[src/rtl/spi_mem_pkg.sv]
package spi_mem_pkg;

    localparam int ADDR_W = 9;

    localparam logic [7:0] OP_SET_WE  = 8'h06;
    localparam logic [7:0] OP_CLR_WE  = 8'h04;
    localparam logic [7:0] OP_GET_SR  = 8'h05;
    localparam logic [7:0] OP_PUT_SR  = 8'h01;
    localparam logic [2:0] OP_RD_TAIL = 3'b011;
    localparam logic [2:0] OP_WR_TAIL = 3'b010;

    typedef enum logic [2:0] {
        CMD_NONE,
        CMD_SET_WE,
        CMD_CLR_WE,
        CMD_GET_SR,
        CMD_PUT_SR,
        CMD_READ,
        CMD_WRITE
    } cmd_e;

    typedef enum logic [2:0] {
        PH_OPC,
        PH_ADDR,
        PH_RDOUT,
        PH_WRIN,
        PH_SRIN,
        PH_SROUT,
        PH_SKIP
    } phase_e;

    typedef struct packed {
        logic sel;
        logic sel_fall;
        logic sel_rise;
        logic clk_rise;
        logic clk_fall;
        logic din;
    } pin_ev_t;

    function automatic cmd_e decode_op(input logic [7:0] op);
        cmd_e c;
        c = CMD_NONE;
        if (op == OP_SET_WE)
            c = CMD_SET_WE;
        else if (op == OP_CLR_WE)
            c = CMD_CLR_WE;
        else if (op == OP_GET_SR)
            c = CMD_GET_SR;
        else if (op == OP_PUT_SR)
            c = CMD_PUT_SR;
        else if (op[7:4] == 4'h0 && op[2:0] == OP_RD_TAIL)
            c = CMD_READ;
        else if (op[7:4] == 4'h0 && op[2:0] == OP_WR_TAIL)
            c = CMD_WRITE;
        return c;
    endfunction

    function automatic logic [7:0] status_byte(input logic [1:0] bp,
                                               input logic       wel,
                                               input logic       wip);
        return {4'b0000, bp, wel, wip};
    endfunction

endpackage

[src/rtl/spi_pin_sampler.sv]
module spi_pin_sampler
    import spi_mem_pkg::*;
(
    input  logic    clk,
    input  logic    rst,
    input  logic    cs_n,
    input  logic    sck,
    input  logic    si,
    output pin_ev_t ev
);

    logic cs1, cs2, sck1, sck2, si1;

    // Reset to "selected" so a chip select held low through reset is not
    // mistaken for a fresh falling edge.
    always_ff @(posedge clk) begin
        if (rst) begin
            cs1  <= 1'b0;
            cs2  <= 1'b0;
            sck1 <= 1'b0;
            sck2 <= 1'b0;
            si1  <= 1'b0;
        end else begin
            cs1  <= cs_n;
            cs2  <= cs1;
            sck1 <= sck;
            sck2 <= sck1;
            si1  <= si;
        end
    end

    always_comb begin
        ev.sel      = ~cs1;
        ev.sel_fall = ~cs1 & cs2;
        ev.sel_rise = cs1 & ~cs2;
        ev.clk_rise = ~cs1 & sck1 & ~sck2;
        ev.clk_fall = ~cs1 & ~sck1 & sck2;
        ev.din      = si1;
    end

endmodule

[src/rtl/spi_page_buffer.sv]
module spi_page_buffer #(
    parameter int PAGE_LG2 = 2
) (
    input  logic                          clk,
    input  logic                          rst,
    input  logic                          clear,
    input  logic [PAGE_LG2-1:0]           start_lane,
    input  logic                          push,
    input  logic [7:0]                    din,
    output logic [(8<<PAGE_LG2)-1:0]      data,
    output logic [(1<<PAGE_LG2)-1:0]      mask
);

    localparam int LANES = 1 << PAGE_LG2;

    logic [PAGE_LG2-1:0] ptr;

    always_ff @(posedge clk) begin
        if (rst)
            ptr <= '0;
        else if (clear)
            ptr <= start_lane;
        else if (push)
            ptr <= ptr + 1'b1;
    end

    for (genvar i = 0; i < LANES; i++) begin : g_lane
        logic [7:0] lane_q;
        logic       lane_v;
        always_ff @(posedge clk) begin
            if (rst) begin
                lane_q <= 8'h00;
                lane_v <= 1'b0;
            end else if (clear) begin
                lane_v <= 1'b0;
            end else if (push && ptr == PAGE_LG2'(i)) begin
                lane_q <= din;
                lane_v <= 1'b1;
            end
        end
        assign data[8*i +: 8] = lane_q;
        assign mask[i]        = lane_v;
    end

endmodule

[src/rtl/spi_cmd_core.sv]
module spi_cmd_core
    import spi_mem_pkg::*;
#(
    parameter int PAGE_LG2 = 2
) (
    input  logic                       clk,
    input  logic                       rst,
    input  pin_ev_t                    ev,
    input  logic [1:0]                 bp_in,
    input  logic [7:0]                 rd_data,
    input  logic                       wr_ack,
    input  logic [(1<<PAGE_LG2)-1:0]   buf_mask,
    output logic                       so,
    output logic                       so_oe,
    output logic [ADDR_W-1:0]          rd_addr,
    output logic                       buf_clear,
    output logic [PAGE_LG2-1:0]        buf_lane,
    output logic                       buf_push,
    output logic [7:0]                 buf_din,
    output logic                       wr_req,
    output logic                       wr_kind,
    output logic [ADDR_W-PAGE_LG2-1:0] wr_page,
    output logic [7:0]                 wr_status
);

    localparam logic [ADDR_W-1:0] ADDR_ONE = 1;

    logic              armed;
    phase_e            phase;
    cmd_e              cmd;
    logic [2:0]        bit_cnt;
    logic [6:0]        in_sh;
    logic              a_hi;
    logic [ADDR_W-1:0] addr;
    logic [7:0]        out_sh;
    logic              out_vld;
    logic              wel;
    logic [7:0]        sr_byte;
    logic              sr_seen;

    logic [7:0] rx_byte;
    logic       byte_done;
    cmd_e       op_cmd;
    logic       busy;
    logic       load_out;
    logic       commit_arr;
    logic       commit_sr;

    always_comb begin
        rx_byte    = {in_sh, ev.din};
        byte_done  = armed & ev.clk_rise & (bit_cnt == 3'd7);
        op_cmd     = decode_op(rx_byte);
        busy       = wr_req;
        load_out   = armed & ev.clk_fall & (bit_cnt == 3'd0) &
                     ((phase == PH_RDOUT) | (phase == PH_SROUT));
        commit_arr = armed & ev.sel_rise & (phase == PH_WRIN) &
                     (bit_cnt == 3'd0) & (|buf_mask) & wel & ~busy;
        commit_sr  = armed & ev.sel_rise & (phase == PH_SRIN) &
                     (bit_cnt == 3'd0) & sr_seen & wel & ~busy;
        buf_clear  = byte_done & (phase == PH_ADDR) & (cmd == CMD_WRITE);
        buf_lane   = rx_byte[PAGE_LG2-1:0];
        buf_push   = byte_done & (phase == PH_WRIN);
        buf_din    = rx_byte;
        so         = out_sh[7];
        so_oe      = out_vld & ev.sel;
        rd_addr    = addr;
        wr_page    = addr[ADDR_W-1:PAGE_LG2];
    end

    always_ff @(posedge clk) begin
        if (rst) begin
            armed     <= 1'b0;
            phase     <= PH_OPC;
            cmd       <= CMD_NONE;
            bit_cnt   <= 3'd0;
            in_sh     <= 7'd0;
            a_hi      <= 1'b0;
            addr      <= '0;
            out_sh    <= 8'h00;
            out_vld   <= 1'b0;
            wel       <= 1'b0;
            sr_byte   <= 8'h00;
            sr_seen   <= 1'b0;
            wr_req    <= 1'b0;
            wr_kind   <= 1'b0;
            wr_status <= 8'h00;
        end else begin
            if (ev.sel_fall) begin
                armed   <= 1'b1;
                phase   <= PH_OPC;
                bit_cnt <= 3'd0;
                out_vld <= 1'b0;
                sr_seen <= 1'b0;
            end else if (ev.sel_rise) begin
                phase   <= PH_OPC;
                bit_cnt <= 3'd0;
                in_sh   <= 7'd0;
                out_vld <= 1'b0;
                sr_seen <= 1'b0;
                if (commit_arr) begin
                    wr_req  <= 1'b1;
                    wr_kind <= 1'b0;
                end else if (commit_sr) begin
                    wr_req    <= 1'b1;
                    wr_kind   <= 1'b1;
                    wr_status <= sr_byte;
                end
            end else if (armed && ev.sel) begin
                if (ev.clk_rise) begin
                    in_sh   <= rx_byte[6:0];
                    bit_cnt <= bit_cnt + 3'd1;
                    if (byte_done) begin
                        case (phase)
                            PH_OPC: begin
                                if (busy && op_cmd != CMD_GET_SR) begin
                                    phase <= PH_SKIP;
                                end else begin
                                    case (op_cmd)
                                        CMD_SET_WE: begin wel <= 1'b1; phase <= PH_SKIP; end
                                        CMD_CLR_WE: begin wel <= 1'b0; phase <= PH_SKIP; end
                                        CMD_GET_SR: phase <= PH_SROUT;
                                        CMD_PUT_SR: phase <= PH_SRIN;
                                        CMD_READ, CMD_WRITE: begin
                                            a_hi  <= rx_byte[3];
                                            cmd   <= op_cmd;
                                            phase <= PH_ADDR;
                                        end
                                        default: phase <= PH_SKIP;
                                    endcase
                                end
                            end
                            PH_ADDR: begin
                                addr  <= {a_hi, rx_byte};
                                phase <= (cmd == CMD_READ) ? PH_RDOUT : PH_WRIN;
                            end
                            PH_SRIN: begin
                                sr_byte <= rx_byte;
                                sr_seen <= 1'b1;
                            end
                            default: ;
                        endcase
                    end
                end else if (ev.clk_fall) begin
                    if (load_out) begin
                        out_vld <= 1'b1;
                        if (phase == PH_RDOUT) begin
                            out_sh <= rd_data;
                            addr   <= addr + ADDR_ONE;
                        end else begin
                            out_sh <= status_byte(bp_in, wel, wr_req);
                        end
                    end else if (out_vld) begin
                        out_sh <= {out_sh[6:0], 1'b0};
                    end
                end
            end
            if (wr_req && wr_ack) begin
                wr_req <= 1'b0;
                wel    <= 1'b0;
            end
        end
    end

endmodule

[src/rtl/spi_mem_engine.sv]
module spi_mem_engine
    import spi_mem_pkg::*;
#(
    parameter int PAGE_LG2 = 2
) (
    input  logic                                 clk,
    input  logic                                 rst,
    input  logic                                 cs_n,
    input  logic                                 sck,
    input  logic                                 si,
    output logic                                 so,
    output logic                                 so_oe,
    input  logic [1:0]                           bp_in,
    output logic [spi_mem_pkg::ADDR_W-1:0]       rd_addr,
    input  logic [7:0]                           rd_data,
    output logic                                 wr_req,
    output logic                                 wr_kind,
    output logic [spi_mem_pkg::ADDR_W-PAGE_LG2-1:0] wr_page,
    output logic [(8<<PAGE_LG2)-1:0]             wr_data,
    output logic [(1<<PAGE_LG2)-1:0]             wr_mask,
    output logic [7:0]                           wr_status,
    input  logic                                 wr_ack
);

    pin_ev_t             ev;
    logic                buf_clear;
    logic [PAGE_LG2-1:0] buf_lane;
    logic                buf_push;
    logic [7:0]          buf_din;

    spi_pin_sampler u_pins (
        .clk  (clk),
        .rst  (rst),
        .cs_n (cs_n),
        .sck  (sck),
        .si   (si),
        .ev   (ev)
    );

    spi_page_buffer #(.PAGE_LG2(PAGE_LG2)) u_page (
        .clk        (clk),
        .rst        (rst),
        .clear      (buf_clear),
        .start_lane (buf_lane),
        .push       (buf_push),
        .din        (buf_din),
        .data       (wr_data),
        .mask       (wr_mask)
    );

    spi_cmd_core #(.PAGE_LG2(PAGE_LG2)) u_core (
        .clk       (clk),
        .rst       (rst),
        .ev        (ev),
        .bp_in     (bp_in),
        .rd_data   (rd_data),
        .wr_ack    (wr_ack),
        .buf_mask  (wr_mask),
        .so        (so),
        .so_oe     (so_oe),
        .rd_addr   (rd_addr),
        .buf_clear (buf_clear),
        .buf_lane  (buf_lane),
        .buf_push  (buf_push),
        .buf_din   (buf_din),
        .wr_req    (wr_req),
        .wr_kind   (wr_kind),
        .wr_page   (wr_page),
        .wr_status (wr_status)
    );

endmodule

[config.mk]
export PLATFORM = sky130hd
export DESIGN_NAME = spi_mem_engine
export DESIGN_NICKNAME = d
export VERILOG_FILES = /design/src/rtl/spi_mem_pkg.sv /design/src/rtl/spi_pin_sampler.sv /design/src/rtl/spi_page_buffer.sv /design/src/rtl/spi_cmd_core.sv /design/src/rtl/spi_mem_engine.sv
export SDC_FILE = /design/constraint.sdc
export NUM_CORES = 1
export LEC_CHECK = 0
export BUFFER_PORTS_ARGS = -buffer_cell sky130_fd_sc_hd__buf_4
export CAP_MARGIN = 20
export CORE_MARGIN = 2
export CORE_UTILIZATION = 58
export CTS_BUF_LIST = sky130_fd_sc_hd__clkbuf_4 sky130_fd_sc_hd__clkbuf_8
export DETAILED_ROUTE_END_ITERATION = 16
export GPL_TIMING_DRIVEN = 1
export HOLD_SLACK_MARGIN = 0.05
export PLACE_DENSITY = 0.82
export SLEW_MARGIN = 20
export SYNTH_ARGS = -nofsm -noshare
export SYNTH_HDL_FRONTEND = slang
export SYNTH_SLANG_ARGS = --single-unit
[constraint.sdc]
create_clock -name clk -period 3 [get_ports clk]
set_input_delay 0.6 -clock clk [delete_from_list [all_inputs] [get_ports clk]]
set_output_delay 0.6 -clock clk [all_outputs]
set_load 0.03 [all_outputs]
## Yosys cells after proc, flatten, opt, wreduce, memory -nomap -nowiden

Index checks and enable logic that the tools add are counted.

| word-level totals | value |
|---|---|
| register bits | 99 |
| bits in latches | 0 |
| memory bits (writable) | 0 |
| bits in read-only memories | 0 |
| input port bits | 16 |
| logic and storage cells | 168 |
| memories | 0 |

| cells by class | value |
|---|---|
| add/sub/neg operators | 3 |
| multipliers | 0 |
| div/mod/pow operators | 0 |
| $lt $le $gt $ge | 0 |
| eq/ne operators | 26 |
| shift operators | 0 |
| mux-type cells | 28 |
| bitwise gates (word level) | 38 |
| reductions and logical operators | 44 |

Operator list:

| operator | number |
|---|---|
| $mux W9 | 6 |
| $and A1 B1 Y1 | 26 |
| $eq A3 B3 Y1 const B | 8 |
| $eq A8 B3 Y1 const B | 3 |
| $mux W8 | 3 |
| $reduce_and A8 Y1 | 3 |
| $mux W3 | 7 |
| $mux W7 | 3 |
| $reduce_bool A2 Y1 | 10 |
| $eq A3 B2 Y1 const B | 6 |
| $reduce_and A4 Y1 | 4 |
| $reduce_and A6 Y1 | 2 |
| $not A1 Y1 | 11 |
| $reduce_and A2 Y1 | 5 |
| $add A9 B1 Y9 const B | 1 |
| $logic_and A1 B1 Y1 | 9 |
| $pmux W3 S3 | 1 |
| $eq A8 B1 Y1 const B | 1 |
| $eq A3 B1 Y1 const B | 2 |
| $logic_not A3 Y1 | 2 |
| $pmux W3 S2 | 1 |
| $reduce_and A3 Y1 | 2 |
| $reduce_or A2 Y1 | 3 |
| $eq A2 B2 Y1 const B | 2 |
| 13 further kinds | 18 |

## Logic depth before layout (Yosys ltp)

Gate-level depths: netlist of run 1.

| depth | value |
|---|---|
| word-level depth | 13 |
| depth in mapped cells | 9 |
| mapped depth without buffers | 6 |

## Hierarchy

From an unflattened synthesis of run 1, not the netlist that was laid out.

| second synthesis, totals | value |
|---|---|
| cells, all modules | 506 |
| area total of the unflattened synthesis | 4764.6 sq um |

Modules (own cells, without submodules):

| module | instances | cells an instance | area an instance (sq um) | sequential area each (sq um) |
|---|---|---|---|---|
| spi_cmd_core | 1 | 339 | 2945.3 | 1121.1 |
| spi_page_buffer | 1 | 151 | 1649.1 | 760.7 |
| spi_pin_sampler | 1 | 16 | 170.2 | 100.1 |

## Worst setup path before layout of run 1

OpenSTA, ideal clock, no wires.

| timing path | value |
|---|---|
| kind | flip-flop to flip-flop |
| from | register u_pins.cs1 |
| to | register u_core.cmd[1] |
| arrival time | 2144 ps |
| data required time | 2930 ps |
| path slack | 785 ps |
| stages on the path, launching flop included | 7 |
| path buffers | 0 |
| cells stage by stage | dfxtp_1 inv_1 ha_1 nor4b_1 nand4b_1 or4_1 a21oi_1 |

RTL lines:

| item | line | text |
|---|---|---|
| start, declared | spi_pin_sampler.sv:12 | `logic cs1, cs2, sck1, sck2, si1;` |
| start signal, assigned | spi_pin_sampler.sv:24 | `cs1 <= cs_n;` |
| end signal, assigned | spi_cmd_core.sv:125 | `cmd <= op_cmd;` |
| end, declared | spi_cmd_core.sv:30 | `cmd_e cmd;` |

==> results of run 1 <==
-- metrics by stage --
step | hold slack [ns] | util, % | power [mW] | cells
final | 0.442 | 69.6 | 2.38 | 684
after global routing | 0.433 | 69.6 | 2.46 | 684
after CTS | 0.431 | 69.6 | 2.39 | 684
after detailed placement | 0.452 | 66.6 | 1.45 | 668
after global placement | 0.442 | 66.6 | 1.45 | 668
after floorplan | 0.429 | - | 1.42 | 526
-- cell usage after synthesis, types with 8 or more instances --
cell      count
mux2i_1      22
buf_4        11
nand4_1       8
inv_1        15
nor2_1       39
a211oi_1     11
a21oi_1      58
a22oi_1      13
nand3_1      44
nand2_1      51
clkbuf_1     32
dfxtp_1      99
ha_1         10
-- critical path: stages (launching register included) --
cell and delay [ns]:
dfxtp_1 0.47, inv_1 0.10, ha_1 0.25, nor4bb_1 0.38, nand4_1 0.56, mux2i_1 0.33, nor2_1 0.06
-- flip-flops by register name, summed over array words and instances, names as in the netlist, 2 cells and up --
name,cells
u_core.in_sh,7
u_core.bit_cnt,3
u_core.cmd,3
u_core.sr_byte,8
u_core.wr_status,8
u_core.out_sh,8
u_page.g_lane.lane_q,32
u_core.rd_addr,9
u_page.ptr,2
u_page.g_lane.lane_v,4
u_core.phase,3
-- routing by layer --
layer  wire, um  vias up
met1       4820     1972
met4        134        0
li1           -     1994
met3        731       18
met2       5410      163
met5          0        -
-- cell families after synthesis --
logic type      count (synthesis)
simple gates                  204
compound gates                122
flops                          99
buf+inv                        65
mux                            25
fa+ha+maj                      10
xor+xnor                        1
-- layout make-up --
class | count | area (um2)
Fill cell | 646 | 2340
Multi-Input combinational cell | 362 | 2270
Sequential cell | 99 | 1980
Tap cell | 102 | 128
Inverter | 15 | 56.3
Clock buffer | 10 | 131
Timing Repair Buffer | 90 | 676
Clock inverter | 6 | 101
-- worst max-delay path by stage --
| stage | startpoint | end | slack (ns) | depth (start not counted) |
|---|---|---|---|---|
| after floorplan | u_pins.cs1 | u_core.cmd[1] | 0.79 | 6 |
| after global placement | u_pins.cs1 | u_core.wr_status[0] | 0.88 | 6 |
| after detailed placement | u_pins.cs1 | u_core.wr_status[2] | 0.79 | 6 |
| after CTS | u_pins.cs1 | u_core.wr_status[2] | 0.74 | 6 |
| after global routing | u_pins.cs1 | u_core.wr_status[2] | 0.45 | 6 |
| final | u_pins.cs1 | u_core.wr_status[2] | 0.73 | 6 |
-- placed cells by master (no fill, tap or decap), drive strengths merged, types with 2 or more instances in the layout --
| cell type | count |
|---|---|
| clkinv | 3 |
| nor4 | 7 |
| or2 | 3 |
| and3 | 4 |
| nand3 | 44 |
| and3b | 3 |
| nor3b | 9 |
| mux2i | 22 |
| mux2 | 3 |
| o22ai | 4 |
| bufinv | 2 |
| nor4bb | 4 |
| clkbuf | 10 |
| inv | 15 |
| a22oi | 13 |
| a211oi | 11 |
| nand2 | 51 |
| a21oi | 58 |
| o21ai | 6 |
| nor3 | 3 |
| o32ai | 7 |
| ha | 10 |
| nor2b | 7 |
| or3 | 4 |
| nand4 | 8 |
| o21a | 3 |
| a2111oi | 2 |
| nor2 | 39 |
| a221oi | 4 |
| or4 | 5 |
| o211ai | 4 |
| nand4b | 2 |
| and2 | 2 |
| buf | 90 |
| nor4b | 3 |
| dfxtp | 99 |
| and4b | 2 |
-- report_power, final --
| part | internal, mW | total (mW) | switching, mW |
|---|---|---|---|
| Combinational | 0.0365 | 0.0969 | 0.0605 |
| Sequential | 1.32 | 1.33 | 0.00886 |
| Clock | 0.489 | 0.958 | 0.468 |
| Total | 1.85 | 2.38 | 0.538 |
==> metrics, run 1 <==
status completed; full die area 0.00859 mm2; Nets 603; CP Launch Type flip-flop; Clk Latency, worst-skew pair 0.35 ns; max-slew violation count 0; Detailed Route WL 11100 um; first-pass detailed-route iteration total 5; most used routing layer met2; core area 0.00769 mm2; Period minus WS final 2.27 ns; layout cells sized above 1 21.0%; syn_area_per_cell 8.67 um2; area share of the largest cell type after synthesis 43.5%; CTS H-tree lvls 3; kind of critical path reg -> reg; FF-to-FF setup slack 0.73 ns; DRC viols 0; setup repair bufs after CTS 0; Synth Area in XOR/XNOR 0.192%; first-pass GRT wire length 18600 um; worst setup margin 0.729 ns; Worst Setup End Kind flip-flop; min-delay src wr_ack; largest family of logic cells by synthesized area simple AND/OR/NAND/NOR gates; total track usage 26.5%; power density cells 446 mW/mm2; initial core utilization 59.3%; worst slack, placed 0.789 ns; finished layout cell area 0.00535 mm2; Row Count 32; CP Data Required Time 3.23 ns; FF-to-FF End u_core.wr_status[2]; Initial DRC Count 335; fmax 0.440 GHz; Compound-Gate Fraction of Synth Area 17.3%; Clock Sinks 99; M3 GR Usage 3.74%; worst-case reg-to-reg path depth 6; Net Count, Synth 552; Synth Area in Simple Gates 24.1%; peak supply drop 0.322 mV; number of synthesized flops with an enable pin 0; mux share of post-synthesis cell area 5.57%; CTS tree yes; Adder-Cell Fraction of Synth Area 2.74%; vias in the first global route 3911; Distinct cells, synth 60; Slew headroom 38.9%; hold worst-path end u_core.wel; ys async rst share 0%; antenna cell count 0; synthesized flop and latch total 99; largest net degree at the start of global routing 62; worst-path maximum fanout 9; via count 4147; top cells by area, synth dfxtp_1 (43%), a21oi_1 (6.4%), mux2i_1 (4.8%), nand3_1 (4.8%), nand2_1 (4.2%); routed length per placed instance 16.2 um; GPL Wtd Cong 0.915; worst flop-to-flop path startpoint u_pins.cs1; Synth-to-Final Area Change 17.3%; Final Hold Fails 0; clock slew at the register clock pins of the worst setup and hold paths 0.10 ns; Yosys top cell by area dfxtp_1; DP Area 0.00512 mm2; met2 Usage GRT 44.1%; Setup Skew 0.0121 ns; Syn Inst Count 526; period utilization 75.7%; Primary FF master, synth dfxtp_1; GR Overflow Total 0; TNS Setup 0 ns; Port Buffers 79; routing usage on met1 35.9%; DP HPWL 7560 um; Die H 92.7 um; Final setup viols 0; Clock Tree Buf Depth 2; I/O pins 80; CTS Buf Count 9; worst path arrival time 2.50 ns; Leak 2.01 nW; Hold Path Depth 2; Worst Hold Class in -> reg; CTS Root Cell clkbuf_8; sequential fraction of the synthesis area 43.5%; Slew @ Worst Pin 0.914 ns; Synth Cell Area 0.00456 mm2; routed vias/inst 6.06; RSZ-0062 raised after global routing false; Max-Cap Viols 0; die width 92.7 um; Hold Buf Count CTS 0; Final ANT Viol Nets 0; CTS resizes 0; YS warnings 0; initial antenna violation count 0
Power figures use the tool's default switching activity.
==> run 2: changes to the inputs <==
--- a/config.mk
+++ b/config.mk
@@ -5,6 +5,7 @@
 export SDC_FILE = /design/constraint.sdc
 export NUM_CORES = 1
 export LEC_CHECK = 0
+export ABC_AREA = 1
 export BUFFER_PORTS_ARGS = -buffer_cell sky130_fd_sc_hd__buf_4
 export CAP_MARGIN = 20
 export CORE_MARGIN = 2
==> constraint.sdc (replaced) <==
create_clock -name clk -period 2.1 [get_ports clk]
set_input_delay 0.42 -clock clk [delete_from_list [all_inputs] [get_ports clk]]
set_output_delay 0.42 -clock clk [all_outputs]
set_load 0.03 [all_outputs]
==> run 2 against run 1 <==
Sequential share of layout area increased by 0.58 points. Fmax rose by 22%. Combinational power rose by 17%. Setup slack lost 0.50 ns. Total power up 35%. Final cell count is 15% higher. Via count decreased by 0.39%. Clock skew up 0.00060 ns. Clock power is 26% higher. Die area down 0.93%. Count of clock-buffer cells in the layout fell by 1. Final area fell by 1.5%. Critical path type unchanged. Largest cell class unchanged.
==> metrics, run 2 <==
RSZ-0062 raised after global routing false; Clk Latency, worst-skew pair 0.38 ns (+0.03 ns); area share of the largest cell type after synthesis 43.9% (+0.42 points); CTS H-tree lvls 3 (unchanged); Row Count 32 (unchanged); die width 92.2 um (-0.46%); sequential fraction of the synthesis area 43.9% (+0.42 points); Psw 821 uW (+53%); CP Data Required Time 2.41 ns (-0.82 ns); max-slew violation count 0 (unchanged); count leader, synth nand2_1; Die H 92.2 um (-0.46%); CP top delay family simple AND/OR/NAND/NOR gates; most common cell after layout, fill and taps aside nand2_1; first-pass detailed-route iteration total 7 (+2); status completed; worst path arrival time 2.18 ns (-0.32 ns); CTS tree yes; period utilization 88.9% (+13 points); YS warnings 0 (unchanged); routed length per placed instance 13.4 um (-17%); Cell Chain, Critical Path inv_2 -> ha_1 -> nor2_1 -> nand2_1 -> a21oi_1 -> nand3_2 -> inv_2 -> nand2_1 -> a21oi_1; CP peak stage delay 0.43 ns (-0.13 ns); Synth top cells by count nand2_1 (126), dfxtp_1 (99), nor2_1 (75); fmax 0.536 GHz (+22%); Worst Hold Class in -> reg; initial antenna violation count 0 (unchanged); Synth Cell Area 0.00452 mm2 (-0.96%); TNS Setup 0 ns (unchanged); synthesized flop and latch total 99 (unchanged); Initial DRC Count 237 (-29%); core area 0.00765 mm2 (-0.52%); GPL Wtd Cong 0.876 (-4.3%); Worst Setup End Kind flip-flop; overall power 3.21 mW (+35%); DRC viols 0 (unchanged); Sw Share 25.6% (+3.0 points); Syn Inst Count 618 (+17%); combinational share of power 3.5% (-0.6 points); Clock Sinks 99 (unchanged); largest net degree at the start of global routing 63 (+1.6%); Core Util, Final 68.9% (-0.67 points); kind of critical path reg -> reg; layout cells sized above 1 19.0% (-1.9 points); final non-filler cell total 790 (+15%); clock slew at the register clock pins of the worst setup and hold paths 0.10 ns (about the same); top cells by area, synth dfxtp_1 (44%), nand2_1 (10%), a21oi_1 (7.8%), o21ai_0 (7.5%), nor2_1 (6.2%); Synth-to-Final Area Change 16.7%; max reg flops 32 (unchanged); GR Overflow Total 0 (unchanged); full die area 0.00851 mm2 (-0.93%); Clock Tree Buf Depth 2 (unchanged); Hold Path Depth 3 (+1); Flop pwr share 58.9% (+3.2 points); worst-case reg-to-reg path depth 9 (+3); setup repair bufs after CTS 0 (unchanged); CTS Buf Count 9 (unchanged); Final ANT Viol Nets 0 (unchanged); most frequent cells in the layout nand2_1 (126), dfxtp_1 (98), buf_4 (84); total track usage 25.8% (-0.70 points); Hold Buf Count CTS 0 (unchanged); syn_area_per_cell 7.31 um2 (-16%); Clock Power Share 37.6% (-2.6 points); dpl cells 774 (+16%); Nets 709 (+18%); Period minus WS final 1.87 ns (-0.403 ns); initial core utilization 59.1% (-0.26 points); Final Hold Fails 0 (unchanged); CTS resizes 0 (unchanged); antenna cell count 0 (unchanged); ys async rst share 0% (unchanged); Power Internal 2.39 mW (+29%); Final setup viols 0 (unchanged); Slew @ Worst Pin 0.352 ns (-0.562 ns); worst path bufs/invs 2 (+1); Port Buffers 79 (unchanged); first-pass GRT wire length 17600 um (-5.4%); Detailed Route WL 10600 um (-4.5%); Slew headroom 76.4% (+38 points); vias in the first global route 3793 (-3.0%); DP HPWL 7560 um (about the same); Top reg by flops u_page.g_lane.lane_q; peak supply drop 0.509 mV (+58%); Leak 2.50 nW (+24%); via count 4131 (-0.39%); power density cells 609 mW/mm2 (+37%); Net Count, Synth 644 (+17%); worst-path maximum fanout 7 (-2); Max-Cap Viols 0 (unchanged); Primary FF master, synth dfxtp_1; Stages on worst setup path 9 (+3); CTS Root Cell clkbuf_8; CP Launch Type flip-flop; Yosys top cell by area dfxtp_1; Setup Skew 0.0127 ns (+0.000602 ns); number of synthesized flops with an enable pin 0 (unchanged); routed vias/inst 5.23 (-14%); I/O pins 80 (unchanged); Distinct cells, synth 37 (-38%); Slowest cell on crit path dfxtp_2
## run 2: changes by cell type in the layout (fill, tap and decap cells not counted), sizes merged, moves of 7 or more
| cell | before | now |
|---|---|---|
| a211oi | 11 | 2 |
| a21oi | 58 | 70 |
| a22oi | 13 | 0 |
| inv | 15 | 74 |
| mux2i | 22 | 0 |
| nand2 | 51 | 128 |
| nand3 | 44 | 26 |
| nor2 | 39 | 84 |
| nor2b | 7 | 0 |
| nor3b | 9 | 1 |
| nor4 | 7 | 0 |
| o21ai | 6 | 74 |
| o32ai | 7 | 0 |
## run 2: worst reg2reg max path: stages (launching register included)
cell	delay (ns)
dfxtp_2	0.43
inv_2	0.09
ha_1	0.23
nor2_1	0.21
nand2_1	0.12
a21oi_1	0.21
nand3_2	0.18
inv_2	0.15
nand2_1	0.07
a21oi_1	0.13
## run 2: area by class of cell
type	instances	area, um2
fill	651	2380
multi-input combinational	413	2030
sequential	99	1980
timing repair buffer	85	651
inverter	75	287
tap	102	128
clock buffer	9	124
clock inverter	7	66.3
## run 2: per-layer routing
layer / global-route usage [%] / up-vias / wire length [um]
li1: - / 2104 / -
met1: 34.1 / 1880 / 4760
met2: 41.0 / 130 / 4880
met3: 6.08 / 17 / 738
met4: 9.70 / 0 / 219
met5: 0 / - / 0
## run 2: kinds of logic (layout without fill, tap and decap cells)
group,count (synthesis),count (layout),share of synthesized area (%)
DFF,99,99,43.9
and+or+nand+nor,252,252,24.8
xor gates and xnor gates,2,2,0.388
buffers and inverters,106,176,11.1
adders and majority gates,10,10,2.77
AOI/OAI and AO/OA,149,149,17.0
## run 2: power groups by stage
stage	logic (mW)	clock network, mW	registers (mW)
global route	0.125	1.28	1.89
finish	0.113	1.21	1.89
CTS	0.112	1.21	1.89
global placement	0.110	0	1.93
detailed placement	0.111	0	1.93
floorplan	0.0696	0	1.93
## run 2: stage by stage
stage	hold slack, ns	worst slack (ns)	cell area (um2)
after detailed placement	0.457	0.185	5080
after global placement	0.448	0.280	5080
after floorplan	0.430	0.401	4520
after global routing	0.256	0.0162	5270
final	0.242	0.233	5270
after CTS	0.236	0.120	5270
## run 2: final timing paths
| check | start | end | slack [ns] |
|---|---|---|---|
| worst min-delay path | si | u_pins.si1 | 0.24 |
| worst max register to register | u_pins.cs1 | u_core.rd_addr[6] | 0.23 |
| worst max-delay path | u_pins.cs1 | u_core.rd_addr[6] | 0.23 |
| worst min register to register | u_core.sr_byte[7] | u_core.wr_status[7] | 0.46 |
==> run 3: changes to the inputs <==
--- a/config.mk
+++ b/config.mk
@@ -14,7 +14,7 @@
 export DETAILED_ROUTE_END_ITERATION = 16
 export GPL_TIMING_DRIVEN = 1
 export HOLD_SLACK_MARGIN = 0.05
-export PLACE_DENSITY = 0.82
+export PLACE_DENSITY = 0.89
 export SLEW_MARGIN = 20
 export SYNTH_ARGS = -nofsm -noshare
 export SYNTH_HDL_FRONTEND = slang
==> run 3 against run 2 <==
Non-clock buffer count increased by 1. Highest routed layer unchanged. Sequential cell count stayed put. Sequential share of layout area fell by 0.098 points. Critical endpoint unchanged. Final cell count increased by 0.13%. Total power is 0.29% lower.
==> metrics, run 3 (synthesis results as in run 2) <==
Clock Tree Buf Depth 2 (unchanged); most frequent cells in the layout nand2_1 (126), dfxtp_1 (98), buf_4 (85); Slew @ Worst Pin 0.353 ns (+0.000409 ns); Top reg by flops u_page.g_lane.lane_q; Stages on worst setup path 9 (unchanged); Nets 710 (+0.14%); power density cells 605 mW/mm2 (-0.55%); Die H 92.2 um (unchanged); CTS Root Cell clkbuf_8; Hold Path Depth 3 (unchanged); Detailed Route WL 11100 um (+4.9%); CP peak stage delay 0.44 ns (about the same); Clock Sinks 99 (unchanged); initial core utilization 59.1% (unchanged); first-pass GRT wire length 18300 um (+3.8%); full die area 0.00851 mm2 (unchanged); worst slack, placed 0.159 ns (-0.0269 ns); CP top delay family simple AND/OR/NAND/NOR gates; kind of critical path reg -> reg; largest net degree at the start of global routing 63 (unchanged); overall power 3.20 mW (-0.29%); via count 4238 (+2.6%); setup repair bufs after CTS 0 (unchanged); routed length per placed instance 14.1 um (+4.8%); CP Data Required Time 2.41 ns (about the same); clock slew at the register clock pins of the worst setup and hold paths 0.11 ns (about the same); max reg flops 32 (unchanged); Max-Cap Viols 0 (unchanged); fmax 0.548 GHz (+2.3%); worst-case reg-to-reg path depth 9 (unchanged); Final ANT Viol Nets 0 (unchanged); max-slew violation count 0 (unchanged); Synth-to-Final Area Change 17.0%; area occupied by multi-input gates 0.00204 mm2 (+0.18%); Leak 2.50 nW (-0.11%); I/O pins 80 (unchanged); CTS tree yes; GPL Wtd Cong 0.909 (+3.9%); layout cells sized above 1 19.3% (+0.26 points); worst setup margin 0.275 ns (+0.0424 ns); peak supply drop 0.454 mV (-11%); routed vias/inst 5.36 (+2.5%); Final Hold Fails 0 (unchanged); Hold Buf Count CTS 0 (unchanged); TNS Setup 0 ns (unchanged); Slew headroom 76.4% (about the same); vias in the first global route 4056 (+6.9%); total track usage 26.7% (+0.89 points); worst path bufs/invs 2 (unchanged); Reg area 0.00198 mm2 (unchanged); Row Count 32 (unchanged); initial antenna violation count 0 (unchanged); GR Overflow Total 0 (unchanged); Worst Hold Class in -> reg; Core Util, Final 69.1% (+0.18 points); DRC viols 0 (unchanged); status completed; Slowest cell on crit path dfxtp_2; worst-path maximum fanout 7 (unchanged); CTS resizes 0 (unchanged); Period minus WS final 1.82 ns (-0.0424 ns); DP HPWL 7750 um (+2.5%); Layout fillers 614 (-5.7%); die width 92.2 um (unchanged); Cell Chain, Critical Path inv_2 -> ha_1 -> nor2_1 -> nand2_1 -> a21oi_2 -> nand3_2 -> inv_2 -> nand2_1 -> a21oi_1; Setup Skew 0.0145 ns (+0.00175 ns); CTS H-tree lvls 3 (unchanged); most common cell after layout, fill and taps aside nand2_1; RSZ-0062 raised after global routing false; period utilization 86.9% (-2.0 points); CP Launch Type flip-flop; core area 0.00765 mm2 (unchanged); Initial DRC Count 285 (+20%); Worst Setup End Kind flip-flop; CTS Buf Count 9 (unchanged); Port Buffers 79 (unchanged); Final setup viols 0 (unchanged); first-pass detailed-route iteration total 5 (-2); Hold WS 0.250 ns (+0.00781 ns); worst path arrival time 2.13 ns (-0.05 ns); antenna cell count 0 (unchanged); Clk Latency, worst-skew pair 0.37 ns (about the same)
[run 3: changes by cell type in the layout (fill, tap and decap cells not counted), sizes merged]
cell | previous run | this run
clkinvlp | 0 | 2
inv | 74 | 72
buf | 85 | 86
[run 3: layout make-up]
cell class                 instances  area share (%)
tap                              102            2.42
sequential                        99            37.5
inverter                          75            5.42
clock buffer                       9            2.34
multi-input combinational        413            38.5
timing repair buffer              86            12.5
clock inverter                     7            1.30
[run 3: worst paths after layout]
kind / endpoint / from / slack [ns]
worst max-delay path: u_core.rd_addr[6] / u_pins.cs1 / 0.28
worst min register to register: u_core.sr_byte[7] / u_core.sr_byte[7] / 0.47
worst min-delay path: u_pins.sck1 / sck / 0.25
worst max register to register: u_core.rd_addr[6] / u_pins.cs1 / 0.28
[run 3: tightest hold or removal path, delay by kind of cell]
kind	cells	cell delay, ns
buffers and inverters	2	0.10
and+or+nand+nor	1	0.07
[run 3: power by group]
| part | internal [mW] | leakage [nW] | switching (mW) |
|---|---|---|---|
| logic | 0.0414 | 1.61 | 0.0750 |
| registers | 1.88 | 0.798 | 0.00826 |
| clock network | 0.459 | 0.0911 | 0.733 |
| total | 2.38 | 2.50 | 0.816 |
[run 3: routing by layer]
layer	vias to the layer above	part of all wire, %	track usage (%)
met5	-	0	0
met4	0	2.2	11.7
met3	33	7.4	6.66
met2	166	47	44.3
met1	1929	43	32.8
li1	2110	-	-
[run 3: through the flow]
step / cells / instance area (um2)
2_1_floorplan: 618 / 4520
3_3_place_gp: 775 / 5090
3_5_place_dp: 775 / 5090
4_1_cts: 791 / 5280
5_1_grt: 791 / 5280
6_report: 791 / 5280
